File: config.mk
export PLATFORM = sky130hd
export DESIGN_NAME = pre_regen_ebuf
export DESIGN_NICKNAME = d
export VERILOG_FILES = /design/src/rtl/ebuf_pkg.sv /design/src/rtl/ebuf_fifo.sv /design/src/rtl/ebuf_rx_hunt.sv /design/src/rtl/ebuf_tx_seq.sv /design/src/rtl/pre_regen_ebuf.sv
export SDC_FILE = /design/constraint.sdc
export NUM_CORES = 1
export LEC_CHECK = 0
export ABC_CLOCK_PERIOD_IN_PS = 7100
export BUFFER_PORTS_ARGS = -buffer_cell sky130_fd_sc_hd__buf_2
export CORE_MARGIN = 1
export CORE_UTILIZATION = 34
export DETAILED_ROUTE_END_ITERATION = 7
export PLACE_DENSITY = 0.47
export RECOVER_POWER = 25
export SLEW_MARGIN = 10
export SYNTH_ARGS = -nofsm -noshare
export SYNTH_HDL_FRONTEND = slang
export SYNTH_SLANG_ARGS = --single-unit
File: constraint.sdc
create_clock -name clk -period 7.1 [get_ports clk]
set_input_delay 1.42 -clock clk [delete_from_list [all_inputs] [get_ports clk]]
set_output_delay 1.42 -clock clk [all_outputs]
set_load 0.01 [all_outputs]
File: src/rtl/ebuf_pkg.sv
package ebuf_pkg;
  typedef enum logic [1:0] {
    ST_IDLE = 2'd0,
    ST_HDR  = 2'd1,
    ST_DATA = 2'd2,
    ST_JAM  = 2'd3
  } tx_state_t;
endpackage

File: src/rtl/ebuf_fifo.sv
module ebuf_fifo #(
  parameter int DEPTH = 32
) (
  input  logic clk,
  input  logic rst,
  input  logic flush,
  input  logic wr,
  input  logic wdat,
  input  logic rd,
  output logic head,
  output logic full,
  output logic empty
);
  localparam int AW = $clog2(DEPTH);

  logic          mem [DEPTH];
  logic [AW:0]   wptr, rptr;
  logic [AW:0]   fill;

  assign fill  = wptr - rptr;
  assign full  = (fill == (AW+1)'(DEPTH));
  assign empty = (wptr == rptr);
  assign head  = mem[rptr[AW-1:0]];

  // storage: write-only port, no reset, so it maps to distributed RAM
  always_ff @(posedge clk) begin
    if (wr) mem[wptr[AW-1:0]] <= wdat;
  end

  always_ff @(posedge clk) begin
    if (rst || flush) begin
      wptr <= '0;
      rptr <= '0;
    end else begin
      if (wr) wptr <= wptr + 1'b1;
      if (rd) rptr <= rptr + 1'b1;
    end
  end

  // the writer must never push into a full buffer
  a_r6_no_write_full: assert property (@(posedge clk) disable iff (rst)
    wr |-> !full);
  // reads only happen on stored data
  a_r4_no_read_empty: assert property (@(posedge clk) disable iff (rst)
    rd |-> !empty);
endmodule

File: src/rtl/ebuf_rx_hunt.sv
module ebuf_rx_hunt (
  input  logic clk,
  input  logic rst,
  input  logic rx_stb,
  input  logic rx_en,
  input  logic rx_dat,
  input  logic jam_active,
  input  logic full,
  output logic wr,
  output logic wdat,
  output logic ovf,
  output logic err_hold
);
  logic locked;
  logic last_bit;
  logic take;
  logic spill;

  assign take  = rx_stb && rx_en && locked && !jam_active && !err_hold;
  assign spill = take && full;
  assign wr    = take && !full;
  assign wdat  = rx_dat;

  always_ff @(posedge clk) begin
    if (rst) begin
      locked   <= 1'b0;
      last_bit <= 1'b0;
      err_hold <= 1'b0;
      ovf      <= 1'b0;
    end else begin
      ovf <= spill;
      if (!rx_en) begin
        locked   <= 1'b0;
        last_bit <= 1'b0;
        err_hold <= 1'b0;
      end else begin
        if (spill) err_hold <= 1'b1;
        if (rx_stb && !locked) begin
          if (last_bit && rx_dat) locked <= 1'b1;
          last_bit <= rx_dat;
        end
      end
    end
  end

  // overflow is reported once per frame as a single-cycle pulse
  a_r6_ovf_pulse: assert property (@(posedge clk) disable iff (rst)
    ovf |=> !ovf);
endmodule

File: src/rtl/ebuf_tx_seq.sv
module ebuf_tx_seq
  import ebuf_pkg::*;
#(
  parameter int PRE_BITS = 56,
  parameter int MIN_BITS = 96
) (
  input  logic clk,
  input  logic rst,
  input  logic tx_tick,
  input  logic rx_en,
  input  logic col,
  input  logic err_hold,
  input  logic empty,
  input  logic head,
  output logic rd,
  output logic jam_active,
  output logic tx_en,
  output logic tx_dat,
  output logic udf
);
  localparam int CW = $clog2(MIN_BITS + 1);
  localparam logic [CW-1:0] HDR_LAST = CW'(PRE_BITS + 7);
  localparam logic [CW-1:0] MIN_C    = CW'(MIN_BITS);

  tx_state_t     st, st_n;
  logic [CW-1:0] bcnt;
  logic          emit, bit_n, stop, udf_n;
  logic          jam_req, jam_bit, hdr_bit, min_done;

  assign jam_active = (st == ST_JAM);
  assign min_done   = (bcnt == MIN_C);
  assign jam_req    = col || err_hold;
  assign jam_bit    = (st == ST_JAM) ? !tx_dat : 1'b1;
  assign hdr_bit    = (bcnt == HDR_LAST) ? 1'b1 : !bcnt[0];

  always_comb begin
    st_n  = st;
    emit  = 1'b0;
    bit_n = 1'b0;
    stop  = 1'b0;
    udf_n = 1'b0;
    rd    = 1'b0;
    if (tx_tick) begin
      unique case (st)
        ST_IDLE: begin
          if (rx_en) begin
            emit  = 1'b1;
            bit_n = 1'b1;
            st_n  = ST_HDR;
          end
        end
        ST_HDR: begin
          emit = 1'b1;
          if (jam_req) begin
            bit_n = jam_bit;
            st_n  = ST_JAM;
          end else begin
            bit_n = hdr_bit;
            if (bcnt == HDR_LAST) st_n = ST_DATA;
          end
        end
        ST_DATA: begin
          if (jam_req) begin
            emit  = 1'b1;
            bit_n = jam_bit;
            st_n  = ST_JAM;
          end else if (!empty) begin
            emit  = 1'b1;
            bit_n = head;
            rd    = 1'b1;
          end else if (rx_en) begin
            emit  = 1'b1;
            bit_n = jam_bit;
            udf_n = 1'b1;
            st_n  = ST_JAM;
          end else if (min_done) begin
            stop = 1'b1;
            st_n = ST_IDLE;
          end else begin
            emit  = 1'b1;
            bit_n = jam_bit;
            st_n  = ST_JAM;
          end
        end
        ST_JAM: begin
          if (!jam_req && !rx_en && min_done) begin
            stop = 1'b1;
            st_n = ST_IDLE;
          end else begin
            emit  = 1'b1;
            bit_n = jam_bit;
          end
        end
        default: st_n = ST_IDLE;
      endcase
    end
  end

  always_ff @(posedge clk) begin
    if (rst) begin
      st     <= ST_IDLE;
      bcnt   <= '0;
      tx_en  <= 1'b0;
      tx_dat <= 1'b0;
      udf    <= 1'b0;
    end else begin
      st  <= st_n;
      udf <= udf_n;
      if (emit) begin
        tx_en  <= 1'b1;
        tx_dat <= bit_n;
        if (st == ST_IDLE)  bcnt <= CW'(1);
        else if (!min_done) bcnt <= bcnt + 1'b1;
      end else if (stop) begin
        tx_en  <= 1'b0;
        tx_dat <= 1'b0;
      end
    end
  end

  // every transmission opens with a 1
  a_r2_first_bit_one: assert property (@(posedge clk) disable iff (rst)
    $rose(tx_en) |-> tx_dat);
  // the buffer is not drained before the full header has gone out
  a_r4_read_after_hdr: assert property (@(posedge clk) disable iff (rst)
    rd |-> (bcnt > HDR_LAST));
  // a collision seen at a bit time forces jam
  a_r5_col_jam: assert property (@(posedge clk) disable iff (rst)
    (tx_tick && col && st != ST_IDLE) |=> jam_active);
  // enable never falls short of the minimum length
  a_r7_min_bits: assert property (@(posedge clk) disable iff (rst)
    $fell(tx_en) |-> min_done);
  // underflow is a single pulse that comes with jam
  a_r8_udf_pulse: assert property (@(posedge clk) disable iff (rst)
    udf |-> (jam_active && tx_en));
  a_r8_udf_single: assert property (@(posedge clk) disable iff (rst)
    udf |=> !udf);
endmodule

File: src/rtl/pre_regen_ebuf.sv
module pre_regen_ebuf #(
  parameter int DEPTH    = 32,
  parameter int PRE_BITS = 56,
  parameter int MIN_BITS = 96
) (
  input  logic clk,
  input  logic rst,
  input  logic rx_stb,
  input  logic rx_en,
  input  logic rx_dat,
  input  logic col,
  input  logic tx_tick,
  output logic tx_en,
  output logic tx_dat,
  output logic ovf,
  output logic udf
);
  logic wr, wdat, rd, head, full, empty;
  logic jam_active, err_hold;

  ebuf_rx_hunt u_hunt (
    .clk        (clk),
    .rst        (rst),
    .rx_stb     (rx_stb),
    .rx_en      (rx_en),
    .rx_dat     (rx_dat),
    .jam_active (jam_active),
    .full       (full),
    .wr         (wr),
    .wdat       (wdat),
    .ovf        (ovf),
    .err_hold   (err_hold)
  );

  ebuf_fifo #(.DEPTH(DEPTH)) u_fifo (
    .clk   (clk),
    .rst   (rst),
    .flush (jam_active),
    .wr    (wr),
    .wdat  (wdat),
    .rd    (rd),
    .head  (head),
    .full  (full),
    .empty (empty)
  );

  ebuf_tx_seq #(.PRE_BITS(PRE_BITS), .MIN_BITS(MIN_BITS)) u_seq (
    .clk        (clk),
    .rst        (rst),
    .tx_tick    (tx_tick),
    .rx_en      (rx_en),
    .col        (col),
    .err_hold   (err_hold),
    .empty      (empty),
    .head       (head),
    .rd         (rd),
    .jam_active (jam_active),
    .tx_en      (tx_en),
    .tx_dat     (tx_dat),
    .udf        (udf)
  );
endmodule

Word-level counts from Yosys, hierarchy flattened
Memories as Yosys holds them, arrays and structs flattened. A register that Yosys moved wholly into a read port is not among the register bits.
Cells that the tools add are included.
{"block": "classes", "n_addsub": 4, "n_eq_ne": 12, "mux": 47, "n_bitwise": 4, "n_reduce_logical": 27}
{"operator": "$mux 1", "n": 31}
{"operator": "$mux 2", "n": 8}
{"operator": "$mux 7", "n": 2}
{"operator": "$add 6x1->6 const B", "n": 2}
{"operator": "$logic_and 1x1->1", "n": 10}
{"operator": "$mux 5", "n": 2}
{"operator": "$logic_not 1->1", "n": 8}
{"operator": "$pmux 1 s4", "n": 2}
{"operator": "$pmux 2 s4", "n": 1}
{"operator": "$add 7x1->7 const B", "n": 1}
{"operator": "$eq 7x6->1 const B", "n": 1}
{"operator": "$eq 7x7->1 const B", "n": 1}
{"operator": "$eq 6x6->1", "n": 1}
{"operator": "$eq 6x6->1 const B", "n": 1}
{"operator": "$ne 3x1->1 const B", "n": 2}
{"operator": "$sub 6x6->6", "n": 1}
{"operator": "$reduce_and 5->1", "n": 1}
{"operator": "$reduce_or 5->1", "n": 1}
{"operator": "$eq 2x2->1 const B", "n": 2}
{"operator": "$ne 2x2->1 const B", "n": 2}
{"operator": "$not 1->1", "n": 4}
{"operator": "$reduce_and 2->1", "n": 2}
{"operator": "$eq 2x1->1 const B", "n": 1}
{"operator": "$logic_not 2->1", "n": 1}
{"operator": "other kinds (5)", "n": 6}
{"block": "word_totals", "register_bits": 28, "ram_bits": 32, "inputBits": 7, "out_inout_bits": 4, "elab_cells": 106, "n_memories": 1}
{"name": "u_fifo.mem", "words": 32, "width": 1, "rd": 1, "rd_clocked_by_memory_dff": 1, "write_ports": 1, "line": "ebuf_fifo.sv:16", "source": "logic mem [DEPTH];"}

Depth between registers and ports, before layout
{"block": "logic_depth", "word_depth": 9, "ltp_mapped": 8}

Cells and area by module
Synthesis repeated with hierarchy kept, for this count alone.
{"block": "unflattened", "cells_unflattened": 304, "hier_area_um2": 3219.3}
{"mod": "ebuf_fifo", "n_inst": 1, "cells_each": 197, "area_per_inst_um2": 2294.7}
{"mod": "ebuf_tx_seq", "n_inst": 1, "cells_each": 90, "area_per_inst_um2": 753.2}
{"mod": "ebuf_rx_hunt", "n_inst": 1, "cells_each": 17, "area_per_inst_um2": 171.4}

Least setup slack after synthesis
No wires, ideal clock.
{"block": "synth_timing", "path_kind": "input-to-reg", "from": "input rx_stb", "to": "memory u_fifo.mem[15] (enable)", "arrival_time_ns": 2.332, "required_ns": 6.810, "slack_ns": 4.477, "stages": 5, "n_path_buf": 1, "path_cell_list": "and4_1 clkbuf_1 nand4_1 or3_1 inv_1"}
{"block": "synth_between", "elab_chain_len": 7}
{"item": "from (decl)", "line": "pre_regen_ebuf.sv:8", "source": "input logic rx_stb,"}
{"item": "$logic_and 1x1->1 (4 in series)", "line": "ebuf_rx_hunt.sv:19", "source": "assign take = rx_stb && rx_en && locked && !jam_active && !err_hold;"}
{"item": "$logic_and 1x1->1", "line": "ebuf_rx_hunt.sv:21", "source": "assign wr = take && !full;"}
{"item": "$mux 1", "line": "ebuf_fifo.sv:27", "source": "if (wr) mem[wptr[AW-1:0]] <= wdat;"}
{"item": "$mux 1 (not written as such)", "line": "ebuf_fifo.sv:27"}
{"item": "to (decl)", "line": "ebuf_fifo.sv:16"}
Every way passes these cells.

Worst setup path after layout
{"block": "layout_timing", "from": "register u_fifo.rptr[1]", "to": "memory u_fifo.mem[0] (enable)"}
{"block": "layout_between", "elab_chain_len": 6}
{"item": "from (decl)", "line": "ebuf_fifo.sv:17", "source": "logic [AW:0] wptr, rptr;"}
{"item": "from (signal assigned)", "line": "ebuf_fifo.sv:36", "source": "if (rd) rptr <= rptr + 1'b1;"}
{"item": "$sub 6x6->6", "line": "ebuf_fifo.sv:20", "source": "assign fill = wptr - rptr;"}
{"item": "$eq 6x6->1", "line": "ebuf_fifo.sv:21", "source": "assign full = (fill == (AW+1)'(DEPTH));"}
{"item": "$logic_not 1->1", "line": "ebuf_rx_hunt.sv:21"}
{"item": "$logic_and 1x1->1", "line": "ebuf_rx_hunt.sv:21"}
{"item": "$mux 1", "line": "ebuf_fifo.sv:27"}
{"item": "$mux 1 (not written as such)", "line": "ebuf_fifo.sv:27"}
Every way passes these cells.

==> impl_metrics.env <==
export IMPL_outcome="completed"
export IMPL_fin_skew_ns=0.0104
export IMPL_cts_made_buffers=9
export IMPL_slowest_delay_ns=0.46
export IMPL_worst_pin_slew_ns=1.31
export IMPL_fin_util_pct=39.6
export IMPL_synthCells=291
export IMPL_insertion_delay_ns=0.33
export IMPL_peakVddDrop_v=0.0000910
export IMPL_fmax_mhz=354
export IMPL_max_cap_viol_count=0
export IMPL_synth_area_leaders="edfxtp_1 30%, dfxtp_1 21%, nor2_1 7.3%"
export IMPL_design_area_um2=3510
export IMPL_synthArstFlopShare_pct=0
export IMPL_cts_path_max_buffers=2
export IMPL_path_buf_inv=1
export IMPL_vias_per_cell=5.24
export IMPL_die_w_um=98.3
export IMPL_path_delay_family="compound AO/OA/AOI/OAI gates"
export IMPL_std_cell_rows=34
export IMPL_cp_required_ns=7.13
export IMPL_final_nets=322
export IMPL_synth_edf_count=32
export IMPL_setup_viol=0
export IMPL_postCtsHoldBufs=0
export IMPL_nFillCells=888
export IMPL_syn_nets=310
export IMPL_pre_cts_ws_ns=4.11
export IMPL_io_buffers=10
export IMPL_holdCritPathClass="reg2reg"
export IMPL_via_count=2181
export IMPL_gp_congestion=0.852
export IMPL_hold_viol=0
export IMPL_p_leak_uw=0.00114
export IMPL_wl_mm=6.59
export IMPL_fp_dieH_um=98.3
export IMPL_synth_seq_cells=65
export IMPL_pwr_density_cell_nw_per_um2=212
export IMPL_cts_tree="done"
export IMPL_synth_top_area_share_pct=30.5
export IMPL_post_drt_wl_per_cell_um=15.8
export IMPL_drv_slew=0
export IMPL_synth_yosys_seq_area_share_pct=51.4
export IMPL_crit_type="reg2reg"
export IMPL_yosys_cell_count_top_type="nor2_1"
export IMPL_path_cells="inv_1 -> ha_1 -> nor2b_4 -> o211a_4 -> o311a_4 -> o221ai_2 -> nand3_1 -> nor2_1"
export IMPL_min_delay_start="u_seq.tx_en$_SDFFE_PP0P_"
export IMPL_path_clk_slew_ns=0.07
export IMPL_crit_fanout=8
export IMPL_grt_start_max_net_pins=35
export IMPL_cp_slowest_cell="nand3_1"
export IMPL_synth_top_flop_cell="dfxtp_1"
export IMPL_drive_gt1_share_pct=13.3
export IMPL_drtAntennaViolNets=0
export IMPL_antennaDiodeCount=0
export IMPL_min_period_ns=2.83
export IMPL_final_setup_tns_ns=0
export IMPL_htree_levels=3
export IMPL_avgSynthCellArea_um2=10.8
export IMPL_synth_largest_area_cell="edfxtp_1"
export IMPL_rsz0062_at_grt="false"
export IMPL_clkSinkCount=65
export IMPL_drt_initial_drc_count=129
export IMPL_cp_start_kind="flop"
export IMPL_fin_crit_sh_pct=39.8
export IMPL_antenna_found_initial=0
export IMPL_ctsResizeCount=0
export IMPL_detailed_place_area_um2=3300
export IMPL_cts_root_buf="clkbuf_8"
export IMPL_drc_errors=0
export IMPL_grt_pass1_vias=2129
export IMPL_r2r_start="u_fifo.rptr[1]$_SDFFE_PP0P_"
export IMPL_dp_hpwl_mm=4.60
export IMPL_synth_top_cells_by_count="61 x nor2_1, 33 x dfxtp_1, 32 x edfxtp_1"
export IMPL_grt_pass1_wl_mm=11.1
export IMPL_relSlewSlack_pct=12.6
export IMPL_track_usage_pct=15.0
export IMPL_dieArea_um2=9670
export IMPL_yosysUniqueCellTypes=54
export IMPL_overflow=0
export IMPL_core_area_um2=8850
export IMPL_synth_area_um2=3160
export IMPL_dr_pass1_iters=4
export IMPL_endpoint_kind="flop"
export IMPL_instances_no_fill=416
export IMPL_placedCellCount=400
export IMPL_yosysWarnings=0
export IMPL_post_cts_buffers=0
export IMPL_layout_setup_ws_ns=4.27
export IMPL_cp_data_arrival_time_ns=2.86
export IMPL_start_util_pct=35.7
export IMPL_crit_start="u_fifo.rptr[1]$_SDFFE_PP0P_"
export IMPL_ios=11
export IMPL_syn_to_final_growth_pct=11.1
==> layout by cell type (no fill, tap or decap), drive strengths merged, types with 2 or more instances in the layout <==
cell	netlist	layout
a31o	2	2
or3	2	2
or4	2	2
edfxtp	32	32
nor2	61	61
nand2b	2	2
buf	3	9
mux2i	7	7
dfxtp	33	33
clkbuf	6	16
nor4b	2	2
mux4	7	7
nand3	13	13
nand4	8	8
inv	12	12
o31ai	2	2
nand3b	5	5
xor2	4	4
xnor2	7	7
nor4	4	4
nor3	2	2
o211a	2	2
o21ai	8	8
nor2b	5	5
a21oi	10	10
a311oi	2	2
nand4b	4	4
ha	12	12
mux2	2	2
nand2	10	10
and2	3	3
and3	2	2
==> worst register-to-register path: stages (launching register included) <==
cell and delay, ns:
dfxtp_1 0.37, inv_1 0.06, ha_1 0.30, nor2b_4 0.14, o211a_4 0.25, o311a_4 0.36, o221ai_2 0.36, nand3_1 0.46
nor2_1 0.25
==> kinds of logic after synthesis <==
family / after synthesis / share of synthesized area [%]
AOI/OAI and AO/OA: 37 / 9.12
xor gates and xnor gates: 11 / 3.29
adders and majority gates: 12 / 4.76
buffers and inverters: 21 / 2.58
DFF: 65 / 51.4
muxes: 16 / 7.93
and+or+nand+nor: 129 / 20.9
==> worst paths after layout <==
check	endpoint	slack, ns	depth (start not counted)
worst max-delay path	u_fifo.mem[0]$_DFFE_PP_	4.27	8
worst min-delay path	u_seq.tx_en$_SDFFE_PP0P_	0.47	1
worst max register to register	u_fifo.mem[0]$_DFFE_PP_	4.27	8
worst min register to register	u_seq.tx_en$_SDFFE_PP0P_	0.47	1
==> area by class of cell <==
class | count | area (um^2) | share of cell area (%)
timing repair buffer | 10 | 48.8 | 1.39
clock inverter | 1 | 5.00 | 0.143
inverter | 12 | 45.0 | 1.28
tap | 108 | 135 | 3.85
clock buffer | 15 | 199 | 5.67
sequential | 65 | 1620 | 46.2
multi-input combinational | 205 | 1450 | 41.4
==> stage by stage <==
| stage | total power, uW | hold slack [ns] |
|---|---|---|
| floorplan | 423 | 0.451 |
| global placement | 434 | 0.445 |
| detailed placement | 434 | 0.456 |
| CTS | 752 | 0.475 |
| global route | 771 | 0.488 |
| finish | 742 | 0.471 |
==> metal layers <==
| metal | share of wire [%] | GRT usage [%] | up-vias |
|---|---|---|---|
| met3 | 4.4 | 3.65 | 6 |
| li1 | - | - | 1090 |
| met4 | 0.84 | 5.51 | 0 |
| met1 | 49 | 20.7 | 1046 |
| met2 | 46 | 22.9 | 39 |
| met5 | 0 | 0 | - |
==> power breakdown <==
group / total [uW] / switching [uW] / leakage [uW] / internal (uW)
logic: 24.9 / 15.9 / 0.000486 / 8.99
registers: 400 / 4.72 / 0.000554 / 396
clock network: 317 / 137 / 0.000104 / 179
total: 742 / 158 / 0.00114 / 584
==> sequential cells by signal, indices dropped and copies added, names as in the netlist, 2 cells and up, named ones only <==
| signal | cells |
|---|---|
| u_seq.bcnt | 7 |
| u_fifo.rptr | 6 |
| u_fifo.wptr | 6 |
| u_seq.st | 2 |
| u_fifo.mem | 32 |
Power figures use the tool's default switching activity.
